## src/rtl/cfg_restart_pkg.sv

```systemverilog
package cfg_restart_pkg;
    localparam int DEF_CLK_MHZ   = 100;
    localparam int DEF_PULSE_NS  = 400;
    localparam int DEF_NUM_REVS  = 4;
    localparam int DEF_NUM_UNITS = 4;
    localparam int DEF_UNIT_BITS = 8388608;

    typedef enum logic {
        SRC_BITS = 1'b0,
        SRC_PINS = 1'b1
    } rev_src_e;
endpackage

```

## src/rtl/cfg_sync.sv

```systemverilog
module cfg_sync #(
    parameter int             W       = 1,
    parameter logic [W-1:0]   RST_VAL = '0
) (
    input  logic         clk,
    input  logic         rst_n,
    input  logic [W-1:0] din,
    output logic [W-1:0] dout
);
    typedef struct packed {
        logic [W-1:0] s1;
        logic [W-1:0] s2;
    } sync_st_t;

    sync_st_t st_d, st_q;

    always_comb begin
        st_d    = st_q;
        st_d.s1 = din;
        st_d.s2 = st_q.s1;
    end

    always_ff @(posedge clk or negedge rst_n) begin
        if (!rst_n) begin
            st_q.s1 <= RST_VAL;
            st_q.s2 <= RST_VAL;
        end else begin
            st_q <= st_d;
        end
    end

    assign dout = st_q.s2;
endmodule

```

## src/rtl/cfg_pulse_gen.sv

```systemverilog
module cfg_pulse_gen #(
    parameter int PULSE_CYC = 40
) (
    input  logic clk,
    input  logic rst_n,
    input  logic trig,
    output logic pulse_n
);
    localparam int CNT_W = $clog2(PULSE_CYC + 1);

    typedef struct packed {
        logic             drv_n;
        logic [CNT_W-1:0] cnt;
    } pg_st_t;

    pg_st_t st_d, st_q;

    always_comb begin
        st_d = st_q;
        if (!st_q.drv_n) begin
            if (st_q.cnt == '0) st_d.drv_n = 1'b1;
            else                st_d.cnt   = st_q.cnt - 1'b1;
        end else if (trig) begin
            st_d.drv_n = 1'b0;
            st_d.cnt   = CNT_W'(PULSE_CYC - 1);
        end
    end

    always_ff @(posedge clk or negedge rst_n) begin
        if (!rst_n) begin
            st_q.drv_n <= 1'b0;
            st_q.cnt   <= CNT_W'(PULSE_CYC - 1);
        end else begin
            st_q <= st_d;
        end
    end

    assign pulse_n = st_q.drv_n;

    p_release_r2: assert property (@(posedge clk) disable iff (!rst_n)
        (!st_q.drv_n && st_q.cnt == '0) |=> st_q.drv_n);

    p_no_extend_r3: assert property (@(posedge clk) disable iff (!rst_n)
        (!st_q.drv_n && st_q.cnt != '0) |=> (!st_q.drv_n && st_q.cnt == $past(st_q.cnt) - 1'b1));
endmodule

```

## src/rtl/cfg_rev_table.sv

```systemverilog
module cfg_rev_table #(
    parameter int NUM_REVS  = 4,
    parameter int NUM_UNITS = 4,
    parameter int REV_W     = 2,
    parameter int UNIT_W    = 2
) (
    input  logic              clk,
    input  logic              rst_n,
    input  logic              wr_en,
    input  logic [REV_W-1:0]  wr_rev,
    input  logic              wr_vld,
    input  logic [UNIT_W-1:0] wr_unit,
    input  logic [REV_W-1:0]  rd_rev,
    output logic              rd_vld,
    output logic [UNIT_W-1:0] rd_unit
);
    typedef struct packed {
        logic              vld;
        logic [UNIT_W-1:0] unit;
    } ent_t;

    ent_t [NUM_REVS-1:0] tbl_d, tbl_q;

    always_comb begin
        tbl_d = tbl_q;
        if (wr_en) begin
            tbl_d[wr_rev].vld  = wr_vld;
            tbl_d[wr_rev].unit = wr_unit;
        end
    end

    for (genvar g = 0; g < NUM_REVS; g++) begin : g_ent
        always_ff @(posedge clk or negedge rst_n) begin
            if (!rst_n) begin
                tbl_q[g].vld  <= 1'b1;
                tbl_q[g].unit <= UNIT_W'(g % NUM_UNITS);
            end else begin
                tbl_q[g] <= tbl_d[g];
            end
        end
    end

    assign rd_vld  = tbl_q[rd_rev].vld;
    assign rd_unit = tbl_q[rd_rev].unit;
endmodule

```

## src/rtl/cfg_restart_ctrl.sv

```systemverilog
module cfg_restart_ctrl
    import cfg_restart_pkg::*;
#(
    parameter int CLK_MHZ   = DEF_CLK_MHZ,
    parameter int PULSE_NS  = DEF_PULSE_NS,
    parameter int NUM_REVS  = DEF_NUM_REVS,
    parameter int NUM_UNITS = DEF_NUM_UNITS,
    parameter int UNIT_BITS = DEF_UNIT_BITS,
    parameter int REV_W     = $clog2(NUM_REVS),
    parameter int UNIT_W    = $clog2(NUM_UNITS),
    parameter int ADDR_W    = $clog2(NUM_UNITS) + $clog2(UNIT_BITS)
) (
    input  logic              clk,
    input  logic              rst_n,
    input  logic              cfg_cmd,
    input  logic              prog_n_in,
    input  logic [REV_W-1:0]  rev_pins,
    input  logic [REV_W-1:0]  rev_bits,
    input  logic              use_pins,
    input  logic              tbl_we,
    input  logic [REV_W-1:0]  tbl_rev,
    input  logic              tbl_vld,
    input  logic [UNIT_W-1:0] tbl_unit,
    output logic              restart_n,
    output logic [REV_W-1:0]  rev_out,
    output logic [ADDR_W-1:0] start_addr,
    output logic              load_start,
    output logic              rev_err
);
    localparam int PULSE_CYC = CLK_MHZ * PULSE_NS / 1000;
    localparam int UNIT_SH   = $clog2(UNIT_BITS);
    localparam int SYNC_W    = REV_W + 1;

    typedef struct packed {
        logic              line_prev;
        logic [REV_W-1:0]  rev;
        logic [ADDR_W-1:0] addr;
        logic              err;
        logic              pend;
        logic              start;
    } ctl_st_t;

    ctl_st_t st_d, st_q;

    logic [SYNC_W-1:0] sync_out;
    logic              prog_s;
    logic [REV_W-1:0]  pins_s;
    logic              pulse_n;
    logic              line;
    logic              rise;
    logic [REV_W-1:0]  sel;
    logic              rd_vld;
    logic [UNIT_W-1:0] rd_unit;
    rev_src_e          src;

    cfg_sync #(
        .W       (SYNC_W),
        .RST_VAL ({1'b1, {REV_W{1'b0}}})
    ) u_sync (
        .clk   (clk),
        .rst_n (rst_n),
        .din   ({prog_n_in, rev_pins}),
        .dout  (sync_out)
    );

    assign prog_s = sync_out[SYNC_W-1];
    assign pins_s = sync_out[REV_W-1:0];

    cfg_pulse_gen #(
        .PULSE_CYC (PULSE_CYC)
    ) u_pulse (
        .clk     (clk),
        .rst_n   (rst_n),
        .trig    (cfg_cmd),
        .pulse_n (pulse_n)
    );

    assign src = rev_src_e'(use_pins);
    assign sel = (src == SRC_PINS) ? pins_s : rev_bits;

    cfg_rev_table #(
        .NUM_REVS  (NUM_REVS),
        .NUM_UNITS (NUM_UNITS),
        .REV_W     (REV_W),
        .UNIT_W    (UNIT_W)
    ) u_table (
        .clk     (clk),
        .rst_n   (rst_n),
        .wr_en   (tbl_we),
        .wr_rev  (tbl_rev),
        .wr_vld  (tbl_vld),
        .wr_unit (tbl_unit),
        .rd_rev  (sel),
        .rd_vld  (rd_vld),
        .rd_unit (rd_unit)
    );

    assign line = pulse_n & prog_s;
    assign rise = line & ~st_q.line_prev;

    always_comb begin
        st_d           = st_q;
        st_d.line_prev = line;
        st_d.start     = st_q.pend;
        st_d.pend      = 1'b0;
        if (rise) begin
            st_d.rev  = sel;
            st_d.addr = ADDR_W'(rd_unit) << UNIT_SH;
            st_d.err  = ~rd_vld;
            st_d.pend = rd_vld;
        end
    end

    always_ff @(posedge clk or negedge rst_n) begin
        if (!rst_n) begin
            st_q <= '0;
        end else begin
            st_q <= st_d;
        end
    end

    assign restart_n  = pulse_n;
    assign rev_out    = st_q.rev;
    assign start_addr = st_q.addr;
    assign load_start = st_q.start;
    assign rev_err    = st_q.err;

    p_rev_hold_r4: assert property (@(posedge clk) disable iff (!rst_n)
        !rise |=> $stable(st_q.rev));

    p_strobe_single_r8: assert property (@(posedge clk) disable iff (!rst_n)
        st_q.start |=> !st_q.start);

    p_strobe_after_edge_r8: assert property (@(posedge clk) disable iff (!rst_n)
        st_q.start |-> $past(rise, 2));

    p_err_no_start_r9: assert property (@(posedge clk) disable iff (!rst_n)
        st_q.err |-> !st_q.start);
endmodule

```

## config.mk

```make
export PLATFORM = sky130hd
export DESIGN_NAME = cfg_restart_ctrl
export DESIGN_NICKNAME = d
export VERILOG_FILES = /design/src/rtl/cfg_restart_pkg.sv /design/src/rtl/cfg_sync.sv /design/src/rtl/cfg_pulse_gen.sv /design/src/rtl/cfg_rev_table.sv /design/src/rtl/cfg_restart_ctrl.sv
export SDC_FILE = /design/constraint.sdc
export NUM_CORES = 1
export LEC_CHECK = 0
export BUFFER_PORTS_ARGS = -buffer_cell sky130_fd_sc_hd__clkbuf_2
export CAP_MARGIN = 20
export CORE_UTILIZATION = 51
export DETAILED_ROUTE_END_ITERATION = 8
export PLACE_DENSITY_LB_ADDON = 0.2
export SETUP_SLACK_MARGIN = 0.02
export SYNTH_ARGS = -nofsm -noshare
export SYNTH_HDL_FRONTEND = slang
export SYNTH_HIERARCHICAL = 1
export SYNTH_SLANG_ARGS = --single-unit
```

## constraint.sdc

```tcl
create_clock -name clk -period 2.2 [get_ports clk]
set_input_delay 0.22 -clock clk [delete_from_list [all_inputs] [get_ports clk]]
set_output_delay 0.22 -clock clk [all_outputs]
set_load 0.005 [all_outputs]
```

# --- Word level (Yosys, flattened, before mapping) ---
# Cells that the tools add are included.
totals:
  word_cells: 45
  out_inout_bits: 30
  regBits: 33
  inputBits: 15
classes:
  n_reduce_logical: 3
  eq_ne: 2
  n_mux: 14
  magnitude_cmp: 3
  n_bitwise: 4
  n_addsub: 1
ops:
  columns: ["operator", "count"]
  rows:
  - ["12-bit bitwise mux", 2]
  - ["7-bit 2-to-1 mux", 2]
  - ["3-bit demux with 2-bit select", 2]
  - ["3-bit binary-select mux with 2-bit select", 1]
  - ["6-bit zero test", 1]
  - ["2-bit by 3-bit less-than comparator with 1-bit output (second input constant)", 2]
  - ["3-bit 2-to-1 mux", 2]
  - ["6-bit 2-to-1 mux", 1]
  - ["6-bit by 1-bit subtractor with 6-bit output (second input constant)", 1]
  - ["2-bit 2-to-1 mux", 2]
  - ["1-bit bitwise AND", 2]
  - ["2-bit by 1-bit greater-or-equal comparator with 1-bit output (second input constant)", 1]
  - ["1-bit 2-to-1 mux", 2]
  - ["2-bit by 1-bit inequality test with 1-bit output (second input constant)", 1]
  - ["2-bit inequality test (second input constant)", 1]
  - ["1-bit NOT", 2]
  - ["2-bit AND reduction", 1]
  - ["1-bit logical AND", 1]

# --- Longest topological paths before layout ---
# Gate-level depths: netlist of run 1.
logic_depth:
  depth_word: 6
  mapped_depth: 5
  ltp_nobuf: 5

# --- By module ---
# The synthesis of run 1 kept the hierarchy.
by_module_without_submodules:
  columns: ["module", "seq_area_each_um2", "area_per_inst_um2", "instances", "cells_per_inst"]
  rows:
  - ["cfg_rev_table", 310.3, 555.5, 1, 31]
  - ["cfg_restart_ctrl", 200.2, 518.0, 1, 47]
  - ["cfg_pulse_gen", 180.2, 365.4, 1, 34]
  - ["cfg_sync", 152.6, 152.6, 1, 6]

# --- Worst setup path before layout of run 1 ---
# Ideal clock, no wire load.
synth_path:
  path_type: "reg2reg"
  start: "register u_pulse/st_q[0] (netlist name)"
  end: "register u_pulse/st_q[4] (netlist name)"
  n_path_buf: 0
  slack_ns: 0.570
  setup_time_ns: 0.084
  arrival_ns: 1.546
  path_stages_with_launch: 6
  required_time_ns: 2.116
  period_less_slack_ns: 1.630
  cell_sequence: "dfstp_2 > inv_1 > ha_1 > or3b_2 > or4_1 > a21boi_0"
synth_via:
  elab_chain_len: 3
  elab_cells_between_ends: 6
  cone_classes: "add/sub: 1; eq/ne: 1; mux: 2; reduce/logical: 2"
synth_lines:
  columns: ["element", "line", "text"]
  rows:
  - ["start, declared", "cfg_pulse_gen.sv:16", "pg_st_t st_d, st_q;"]
  - ["start signal, assigned", "cfg_pulse_gen.sv:34", "st_q <= st_d;"]
  - ["6-bit by 1-bit subtractor with 6-bit output / 6-bit zero test (equally long branches)", "cfg_pulse_gen.sv:22, cfg_pulse_gen.sv:21", null]
  - ["6-bit 2-to-1 mux / 2-bit by 1-bit inequality test with 1-bit output (equally long branches)", null, null]
  - ["7-bit 2-to-1 mux / 2-bit AND reduction (equally long branches)", null, null]
# Parallel ways exist; a longest one is shown, timed or not. The select of a mux whose other input is x is not followed.
# A chain may end at the register's enable or synchronous reset.

# --- Final worst setup path of run 1 ---
# Same ends and word-level chain as after synthesis.

==> flow_summary_export.csv, run 1 <==
group,metric,value,unit
outcome,status,"finished, violations left",
outcome,violations,"design-rule violations",
synthesis,synth_simple_gate_area_frac,0.0770,
cts,clockBufferDepth,2,
critical_path,endpoint_kind,"flip-flop",
cts,insertion_delay,0.33,ns
drt,dr.pass1.iters,8,
synthesis,synth_edf_count,0,
cts,cts_tree,"done",
global_routing,track_usage,0.158,
finish,nets,162,
drt,vias_per_cell,5.08,
die,die-area,3350,sq um
synthesis,synth_xor_area_frac,0,
critical_path,arrival,1.99,ns
drt,routedWlPerCell,12.8,um
synthesis,synth_adder_area_share,0.0157,
synthesis,yosysUniqueCellTypes,30,
hold_path,hold-path-cell-count,2,
power,total_power,1.18,mW
drt,antenna_left,0,
global_routing,grt_max_degree,34,
critical_path,reg2reg_from,"u_pulse/st_q[0]",
timing,rsz0062_at_grt,"no",
timing,slew_headroom,0.493,
synthesis,synth-compound-area-share,0.0432,
cts,cts_sinks,33,
cts,cts.reportedPaths.clkPinSlew,0.10,ns
critical_path,required,2.45,ns
critical_path,path_max_fanout,3,
finish,area_delta_synth_final,7.70,%
cts,cts_buffers,5,
global_routing,grt_pass1_wl,3860,um
synthesis,syn_area,1590,sq um
timing,fin_crit_sh,0.792,
placement,port_buffers,21,
global_routing,antenna_found_initial,0,
cts,htree_levels,2,
timing,finalSetupTns,0,ns
cts,clock-root-buffer,"clkbuf_4",
die,io_pins,45,
critical_path,r2r_cells,5,
placement,post-dp-hpwl,1690,um
placement,place_worst_setup_slack,0.480,ns
die,core_area,2850,sq um
placement,gp_congestion,0.751,
finish,drive_gt1_frac,0.452,
power,power_density,686,nW/um^2
synthesis,synthMuxAreaShare,0.190,
finish,final_cells,177,
drt,vias,899,
job,max-cap-violations,0,
power,p_leak,0.813,nW
die,die_x,57.9,um
hold_path,hp-class,"in -> reg",
critical_path,crit_end,"u_pulse/st_q[4]",
critical_path,cp_slowest_cell,"or3b_2",
critical_path,timing.critical_path.from,"u_pulse/st_q[0]",
timing,slew_viol_final,0,
synthesis,synthCells,118,
timing,hold_viol,0,
synthesis,synth_ff_type,"dfrtp_1",
synthesis,async_flop_share,1.00,
critical_path,cp_cell_sequence,"inv_1 -> ha_1 -> or3b_2 -> or4_1 -> a21boi_0",
critical_path,worstReg2RegEnd,"u_pulse/st_q[4]",
synthesis,ys_seq_area_frac,0.530,
drt,wl,2260,um
timing,worst_pin_slew,0.760,ns
cts,cts_setup_buffers,0,
timing,fmax,574,MHz
global_routing,gr-total-overflow,0,
die,initial_core_util,0.558,
placement,dp_cells,165,
synthesis,syn-mean-instance-area,13.5,sq um
timing,fin_worst_skew,0.00702,ns
timing,setup-violations-final,0,
finish,diodes,0,
synthesis,synth_seq_cells,33,
drt,drt_iter0_drc,31,
global_routing,grt_pass1_vias,846,
synthesis,yosys_warnings,6,
critical_path,cp-start-kind,"flip-flop",
critical_path,critPathMaxStageDelay,0.47,ns
synthesis,synth_top_family_by_area,"multiplexers",
timing,finalWorstSetupSlack,0.457,ns
die,fp-row-count,19,
critical_path,reg2reg_slack,0.46,ns
critical_path,path_class,"reg -> reg",
die,die_height,57.9,um
timing,layout_min_cycle_time,1.74,ns
power,ir_drop,0.382,mV
drt,drc,5,
worst max-delay path, delay by kind of cell, from the launching register on:
kind                     cells  cell delay, ns
AND/OR/NAND/NOR              2            0.87
AO/OA/AOI/OAI                1            0.15
buffers and inverters        1            0.09
adder cells (fa/ha/maj)      1            0.17
flip-flops                   1            0.39
power breakdown:
part	total [mW]	internal (mW)	switching (mW)
Clock	0.340	0.158	0.183
Combinational	0.136	0.0777	0.0587
Sequential	0.698	0.677	0.0211
Total	1.18	0.913	0.263
synth_stat cells, types with 2 or more instances:
| library cell | instances | area, sq um |
|---|---|---|
| buf_4 | 27 | 203 |
| dfrtp_1 | 19 | 475 |
| dfstp_2 | 14 | 368 |
| ha_1 | 2 | 25.0 |
| inv_1 | 6 | 22.5 |
| mux2_2 | 17 | 191 |
| mux2_4 | 2 | 30.0 |
| mux4_2 | 2 | 45.0 |
| nand3_1 | 2 | 10.0 |
| nand3b_1 | 2 | 15.0 |
| nor2_1 | 2 | 7.51 |
| o211ai_1 | 2 | 15.0 |
| o21ai_0 | 2 | 10.0 |
| o31ai_1 | 2 | 15.0 |
| or4_1 | 2 | 15.0 |
logic make-up (layout without fill, tap and decap cells):
kind of cell               after synthesis  count (layout)
and+or+nand+nor                         16              16
muxes                                   23              23
DFF                                     33              33
other                                    1              23
buffers and inverters                   33              39
adders and majority gates                2               2
AOI/OAI and AO/OA                       10              10
repair_timing:
| action | 4_1_cts | 5_1_grt |
|---|---|---|
| resized for setup | 0 | 0 |
| hold buffers | 4 | 0 |
| hold endpoints to repair | 22 | 0 |
flip-flops by register name, summed over array words and instances, names as in the netlist:
signal and count:
start_addr 2, u_sync/dout 3, u_pulse/st_q 6, load_start 1
rev_out 2, st_q 1, u_sync/st_d 3, st_d 1
rev_err 1, u_pulse/pulse_n 1, u_table/tbl_q 12
layer usage:
metal,track usage,routed length (um),vias up
li1,-,-,417
met1,0.208,1030,436
met3,0.0603,140,7
met2,0.238,1050,39
met4,0.0612,39,0
met5,0,0,-
placed cells by master, fill, tap and decap left out:
cell type      Yosys  routed
clkbuf_2           0      21
inv_1              6       6
a21oi_1            1       1
mux2_4             2       2
or4_4              1       1
nand3b_2           1       1
and2_1             1       1
mux2_2            17      17
mux4_1             1       1
nand3b_1           2       2
a22oi_1            1       1
conb_1             1      23
nor3b_4            1       1
nand2_1            1       1
nand3_1            2       2
o211ai_1           2       2
clkbuf_4           0       5
dfrtp_1           19      19
dfstp_2           14      14
o31ai_1            2       2
nor2b_1            1       1
or3b_2             1       1
nor2_1             2       2
mux4_2             2       2
dlygate4sd3_1      0       4
a21boi_0           1       1
a22o_1             1       1
or4_1              2       2
ha_1               2       2
mux2i_1            1       1
nor4b_1            1       1
clkbuf_1           0       2
o21ai_0            2       2
clkbuf_8           0       1
layout make-up:
type / instances / area (sq um)
fill: 238 / 1140
sequential: 33 / 843
multi-input combinational: 74 / 606
tap: 31 / 38.8
timing repair buffer: 25 / 145
clock buffer: 8 / 58.8
inverter: 6 / 22.5
through the flow:
stage / instance area, sq um / hold WS, ns / utilization
floorplan: 1670 / -0.0756 / -
global placement: 1620 / 0.313 / 0.566
detailed placement: 1620 / 0.313 / 0.566
CTS: 1710 / 0.149 / 0.601
global route: 1710 / 0.165 / 0.601
finish: 1710 / 0.167 / 0.601
worst min path at each step:
stage                startpoint  slack, ns               end
finish              tbl_unit[1]       0.17  u_table/tbl_q[1]
detailed placement    prog_n_in       0.31    u_sync/st_d[2]
CTS                 tbl_unit[1]       0.15  u_table/tbl_q[1]
floorplan                 rst_n      -0.08        load_start
global route            tbl_vld       0.16  u_table/tbl_q[5]
global placement      prog_n_in       0.31    u_sync/st_d[2]
No activity file was read; power rests on OpenSTA's default activity.
==> run 2: changes to the inputs <==
--- a/config.mk
+++ b/config.mk
@@ -7,7 +7,7 @@
 export LEC_CHECK = 0
 export BUFFER_PORTS_ARGS = -buffer_cell sky130_fd_sc_hd__clkbuf_2
 export CAP_MARGIN = 20
-export CORE_UTILIZATION = 51
+export CORE_UTILIZATION = 46
 export DETAILED_ROUTE_END_ITERATION = 8
 export PLACE_DENSITY_LB_ADDON = 0.2
 export SETUP_SLACK_MARGIN = 0.02
==> constraint.sdc (replaced) <==
create_clock -name clk -period 1.4 [get_ports clk]
set_input_delay 0.14 -clock clk [delete_from_list [all_inputs] [get_ports clk]]
set_output_delay 0.14 -clock clk [all_outputs]
set_load 0.005 [all_outputs]
==> run 2 against run 1 <==
Net effect: the flow finishes with violations (negative setup slack); setup slack got worse by 0.64 ns; die area increased by 10%; critical path depth decreased by 2; non-clock buffer count increased by 11; global-route usage increased by 0.71 points; sequential power increased by 58%; register-to-register slack got worse by 0.64 ns; cell area increased by 11%; clock skew increased by 0.0038 ns; power increased by 63%; highest routed layer unchanged.
==> flow_summary_export.csv, run 2 (same netlist as run 1, synthesis figures left out) <==
group,metric,value,unit
outcome,status,"finished, violations left",
outcome,violations,"negative setup slack",
power,net-switching-power,0.428,mW
cts,clock-root-buffer,"clkbuf_4",
power,power_density,1010,nW/um^2
timing,finalSetupTns,-0.675,ns
drt,antenna_left,0,
global_routing,grt_max_degree,18,
timing,slew_viol_final,0,
timing,hold_viol,0,
power,p_leak,0.878,nW
critical_path,path_depth,3,
global_routing,grt_pass1_wl,4220,um
critical_path,path_class,"reg -> reg",
critical_path,path_max_fanout,2,
finish,reg.largest.list,"u_table/tbl_q: 12 flops, u_pulse/st_q: 6 flops",
cts,cts_sinks,33,
die,die_x,60.8,um
finish,final_area,1900,sq um
placement,gp_congestion,0.720,
power,pwr-share-seq,0.575,
drt,wl,2480,um
timing,layout_min_cycle_time,1.59,ns
timing,fmax,630,MHz
cts,cts_tree,"done",
power,p_int,1.49,mW
critical_path,arrival,1.83,ns
placement,port_buffers,21,
cts,cts.reportedPaths.clkPinSlew,0.10,ns
critical_path,cp_slowest_cell,"or4_4",
cts,clockBufferDepth,2,
critical_path,r2r_cells,3,
timing,setup-violations-final,8,
placement,dp_cells,187,
global_routing,gr-total-overflow,0,
power,comb_power_share,0.120,
timing,fin_worst_skew,0.0108,ns
critical_path,cp-start-kind,"flip-flop",
hold_path,hold-path-cell-count,2,
die,initial_core_util,0.501,
critical_path,cp.buffers_inverters,0,
placement,post-dp-hpwl,1850,um
hold_path,hp-class,"in -> reg",
cts,insertion_delay,0.32,ns
finish,top_register,"u_table/tbl_q",
placement,place_area,1720,sq um
finish,largest_register_ffs,12,
timing,finalWorstSetupSlack,-0.188,ns
finish,final_common_cell,"conb_1",
global_routing,antenna_found_initial,0,
drt,vias,959,
finish,nets,173,
global_routing,grt_pass1_vias,923,
drt,drc,0,
critical_path,endpoint_kind,"flip-flop",
power,p_clk_frac,0.305,
timing,fin_crit_sh,1.13,
job,max-cap-violations,0,
finish,final_cells,201,
die,die-area,3700,sq um
die,io_pins,45,
critical_path,reg2reg_slack,-0.19,ns
drt,dr.pass1.iters,3,
cts,cts_buffers,5,
drt,drt_iter0_drc,19,
critical_path,cp_cell_sequence,"or4_4 -> or4_1 -> o211ai_1",
finish,layout_common_cells,"conb_1, clkbuf_2, dfrtp_1, mux2_2, dfstp_2",
die,core_area,3180,sq um
power,switching_share,0.223,
global_routing,track_usage,0.165,
critical_path,critPathMaxStageDelay,0.53,ns
critical_path,cpLargestDelayFamily,"simple AND/OR/NAND/NOR gates",
cts,htree_levels,2,
finish,diodes,0,
drt,vias_per_cell,4.77,
finish,drive_gt1_frac,0.573,
die,die_height,60.8,um
power,ir_drop,0.752,mV
die,fp-row-count,20,
drt,routedWlPerCell,12.4,um
finish,area_delta_synth_final,19.3,%
timing,rsz0062_at_grt,"yes",
critical_path,required,1.64,ns
[run 2: cell type report]
type / instances / area, sq um
clock inverters: 1 / 5.00
well taps: 44 / 55.1
multi-input cells: 74 / 657
inverters: 6 / 27.5
flip-flops and latches: 33 / 845
fillers: 271 / 1280
clock buffers: 7 / 65.1
repair buffers: 36 / 244
[run 2: worst paths after layout]
path | startpoint | endpoint
worst max-delay path | u_pulse/st_q[1] | u_pulse/st_q[5]
worst min-delay path | tbl_unit[1] | u_table/tbl_q[1]
worst max register to register | u_pulse/st_q[1] | u_pulse/st_q[5]
worst min register to register | st_d[0] | load_start
max in group asynchronous | rst_n | u_table/tbl_q[11]
min in group asynchronous | rst_n | u_sync/st_d[1]
[run 2: per-layer routing]
layer	wire, um	up-vias	track usage
met1	1140	470	0.206
li1	-	439	-
met3	122	7	0.0682
met4	48	0	0.0779
met2	1170	43	0.250
met5	0	-	0
[run 2: through the flow]
stage / util / hold slack [ns] / total power, mW / setup WS [ns]
2_1_floorplan: - / -0.156 / 1.29 / -0.131
4_1_cts: 0.589 / 0.0726 / 1.95 / -0.222
3_3_place_gp: 0.542 / 0.0984 / 1.32 / -0.146
5_1_grt: 0.597 / 0.0703 / 2.03 / -0.269
6_report: 0.597 / 0.0949 / 1.92 / -0.188
3_5_place_dp: 0.542 / 0.106 / 1.33 / -0.219
[run 2: what timing repair did]
item                                    CTS  global route
hold buffers                              4             0
hold endpoints to repair                 13             0
endpoints found under the setup margin   10            10
pin swaps                                 4             6
cloned                                    0             0
setup buffers                             1             1
resized for setup                        11             4
[run 2: power groups by stage]
stage,clock network (mW),logic (mW),registers [mW]
detailed placement,0,0.217,1.12
CTS,0.617,0.232,1.10
finish,0.585,0.229,1.10
global placement,0,0.209,1.11
global route,0.660,0.257,1.11
floorplan,0,0.191,1.10
==> run 3: changes to the inputs <==
--- a/config.mk
+++ b/config.mk
@@ -5,12 +5,14 @@
 export SDC_FILE = /design/constraint.sdc
 export NUM_CORES = 1
 export LEC_CHECK = 0
+export ABC_AREA = 1
 export BUFFER_PORTS_ARGS = -buffer_cell sky130_fd_sc_hd__clkbuf_2
 export CAP_MARGIN = 20
-export CORE_UTILIZATION = 46
+export CORE_UTILIZATION = 47
 export DETAILED_ROUTE_END_ITERATION = 8
 export PLACE_DENSITY_LB_ADDON = 0.2
 export SETUP_SLACK_MARGIN = 0.02
+export SLEW_MARGIN = 10
 export SYNTH_ARGS = -nofsm -noshare
 export SYNTH_HDL_FRONTEND = slang
 export SYNTH_HIERARCHICAL = 1
==> run 3 against run 2 <==
Net effect: the run now ends clean; highest routed layer unchanged; synthesized cell count is 80% higher; global-route usage is 0.070 points lower; core utilization is 3.9 points lower; setup slack better by 0.30 ns; largest cell class unchanged; wire length is 14% higher; critical endpoint is now u_pulse/st_q[2]; via count is 34% higher; critical path depth is 5 higher; sequential power hardly changed.
==> flow_summary_export.csv, run 3 <==
group,metric,value,unit
global_routing,track_usage,0.164,
power,power_density,1030,nW/um^2
job,max-cap-violations,0,
drt,vias,1284,
placement,port_buffers,21,
placement,dp_cells,275,
finish,reg.largest.list,"u_table/tbl_q: 12 flops, u_pulse/st_q: 6 flops",
global_routing,grt_pass1_vias,1145,
placement,gp_congestion,0.797,
timing,setup-violations-final,0,
critical_path,required,1.67,ns
finish,fill_cells,343,
timing,fin_crit_sh,0.917,
cts,cts.reportedPaths.clkPinSlew,0.11,ns
finish,drive_gt1_frac,0.244,
synthesis,async_flop_share,1.00,
synthesis,yosysUniqueCellTypes,20,
critical_path,cpLargestDelayFamily,"flip-flops",
synthesis,yosys-top-cells-count,"nand2_1, inv_1, buf_4, dfrtp_1, nand3_1",
power,p_clk_frac,0.268,
global_routing,gr-total-overflow,0,
global_routing,antenna_found_initial,0,
finish,nets,258,
power,total_power,1.97,mW
die,die-area,3880,sq um
die,core_area,3420,sq um
global_routing,grt_pass1_wl,4890,um
synthesis,synth_edf_count,0,
power,p_leak,1.05,nW
cts,clock-root-buffer,"clkbuf_4",
synthesis,synth_seq_cells,33,
critical_path,cp_cell_sequence,"inv_2 -> ha_4 -> nand3_4 -> nand2_2 -> inv_2 -> nand2_1 -> nand2_1 -> nand3_1",
finish,area_delta_synth_final,11.4,%
power,pwr-share-seq,0.570,
critical_path,arrival,1.56,ns
drt,wl_met2,1280,um
finish,diodes,0,
cts,clockBufferDepth,2,
timing,rsz0062_at_grt,"no",
drt,routedLengthMet1,1320,um
critical_path,cp.buffers_inverters,2,
power,switching_share,0.295,
critical_path,cp-start-kind,"flip-flop",
cts,htree_levels,2,
synthesis,synth_area_leader_cell,"dfrtp_1",
drt,dr_wl_met3,163,um
die,fp-row-count,21,
power,ir_drop,0.552,mV
timing,finalWorstSetupSlack,0.117,ns
power,net-switching-power,0.582,mW
synthesis,yosys_warnings,6,
timing,fin_worst_skew,0.00384,ns
outcome,status,"finished, final reports clean",
cts,insertion_delay,0.34,ns
finish,top_register,"u_table/tbl_q",
synthesis,yosysMostFrequentCell,"nand2_1",
drt,vias_per_cell,4.46,
timing,hold_viol,0,
timing,layout_min_cycle_time,1.28,ns
power,comb_power_share,0.162,
synthesis,synth_ff_type,"dfrtp_1",
critical_path,path_max_fanout,4,
timing,finalSetupTns,0,ns
critical_path,path_class,"reg -> reg",
synthesis,ys_seq_area_frac,0.493,
finish,final_common_cell,"nand2_1",
drt,antenna_left,0,
finish,largest_register_ffs,12,
timing,slew_viol_final,0,
critical_path,critPathMaxStageDelay,0.55,ns
cts,cts_tree,"done",
synthesis,synth.top_cell.area_share,0.278,
placement,place_worst_setup_slack,0.0710,ns
synthesis,syn_area,1710,sq um
die,die_height,62.3,um
drt,routedWlPerCell,9.80,um
timing,fmax,779,MHz
finish,layout_common_cells,"nand2_1, inv_1, conb_1, clkbuf_2, dfrtp_1",
critical_path,endpoint_kind,"flip-flop",
die,io_pins,45,
drt,wl,2820,um
drt,drt_iter0_drc,60,
timing,hold_slack,0.0497,ns
hold_path,hp-class,"in -> reg",
cts,cts_sinks,33,
cts,cts_buffers,5,
synthesis,synth_area_leaders,"dfrtp_1, dfstp_2, nand2_1",
synthesis,syn-mean-instance-area,8.07,sq um
drt,topRoutingLayerUsed,"met4",
finish,final_cells,288,
drt,dr.pass1.iters,4,
die,die_x,62.3,um
die,initial_core_util,0.501,
critical_path,cp_slowest_cell,"dfstp_2",
drt,drc,0,
synthesis,synthCells,212,
placement,post-dp-hpwl,2030,um
power,p_int,1.39,mW
global_routing,grt_max_degree,18,
## run 3: cell types whose count changed after synthesis, sizes merged, moves of 2 or more
cell / previous run / this run
inv: 6 / 32
nand4: 0 / 7
nand2: 1 / 73
nor2: 2 / 11
o21ai: 2 / 4
or4: 3 / 0
o31ai: 2 / 0
mux4: 3 / 0
nand3b: 3 / 0
o211ai: 2 / 0
nand3: 2 / 18
mux2: 19 / 0
## run 3: logic make-up (layout without fill, tap and decap cells)
kind of cell,count (synthesis),count (layout),share of synthesized area
AO/OA/AOI/OAI,6,6,0.0176
buffers and inverters,60,68,0.192
XOR/XNOR,1,1,0.00512
AND/OR/NAND/NOR,109,109,0.276
adder cells (fa/ha/maj),2,2,0.0146
other,1,23,0.00219
flip-flops,33,33,0.493
## run 3: repair_timing
action,4_1_cts,5_1_grt
setup endpoints to repair,0,6
buffers inserted,0,1
hold endpoints to repair,9,0
hold buffers,4,0
gates resized for setup,0,7
## run 3: path summary, 6_finish.rpt
path,slack [ns],cells past startpoint,start,endpoint
worst max register to register,0.12,8,u_pulse/st_q[0],u_pulse/st_q[2]
min in group asynchronous,0.26,2,rst_n,u_sync/dout[0]
worst min-delay path,0.05,3,tbl_vld,u_table/tbl_q[11]
worst max-delay path,0.12,8,u_pulse/st_q[0],u_pulse/st_q[2]
max in group asynchronous,0.62,3,rst_n,u_pulse/st_q[5]
worst min register to register,0.36,0,st_d[0],load_start
## run 3: per-stage QoR
step	area [sq um]	util
5_1_grt	1910	0.558
3_3_place_gp	1780	0.520
3_5_place_dp	1780	0.520
4_1_cts	1870	0.548
6_report	1910	0.558
2_1_floorplan	1790	-
## run 3: tightest hold or removal path, cell delays in order
cell and delay (ns):
clkbuf_2 0.12, inv_1 0.05, o21ai_0 0.08
## run 3: power by group through the flow
stage	logic [mW]	clock network, mW	registers [mW]
after floorplan	0.257	0	1.13
after global placement	0.297	0	1.14
after detailed placement	0.302	0	1.14
after CTS	0.311	0.547	1.12
after global routing	0.373	0.599	1.13
final	0.319	0.527	1.12
## run 3: cell type report
cell class / instances / area (sq um) / share of cell area
timing repair buffer: 28 / 180 / 0.0946
sequential: 33 / 843 / 0.443
inverter: 32 / 120 / 0.0630
multi-input combinational: 141 / 649 / 0.341
clock buffer: 5 / 37.5 / 0.0197
clock inverter: 3 / 17.5 / 0.00919
tap: 46 / 57.6 / 0.0302
## run 3: metal layers
metal	track usage	up-vias
li1	-	657
met1	0.200	573
met2	0.258	49
met3	0.0607	5
met4	0.0756	0
met5	0	-
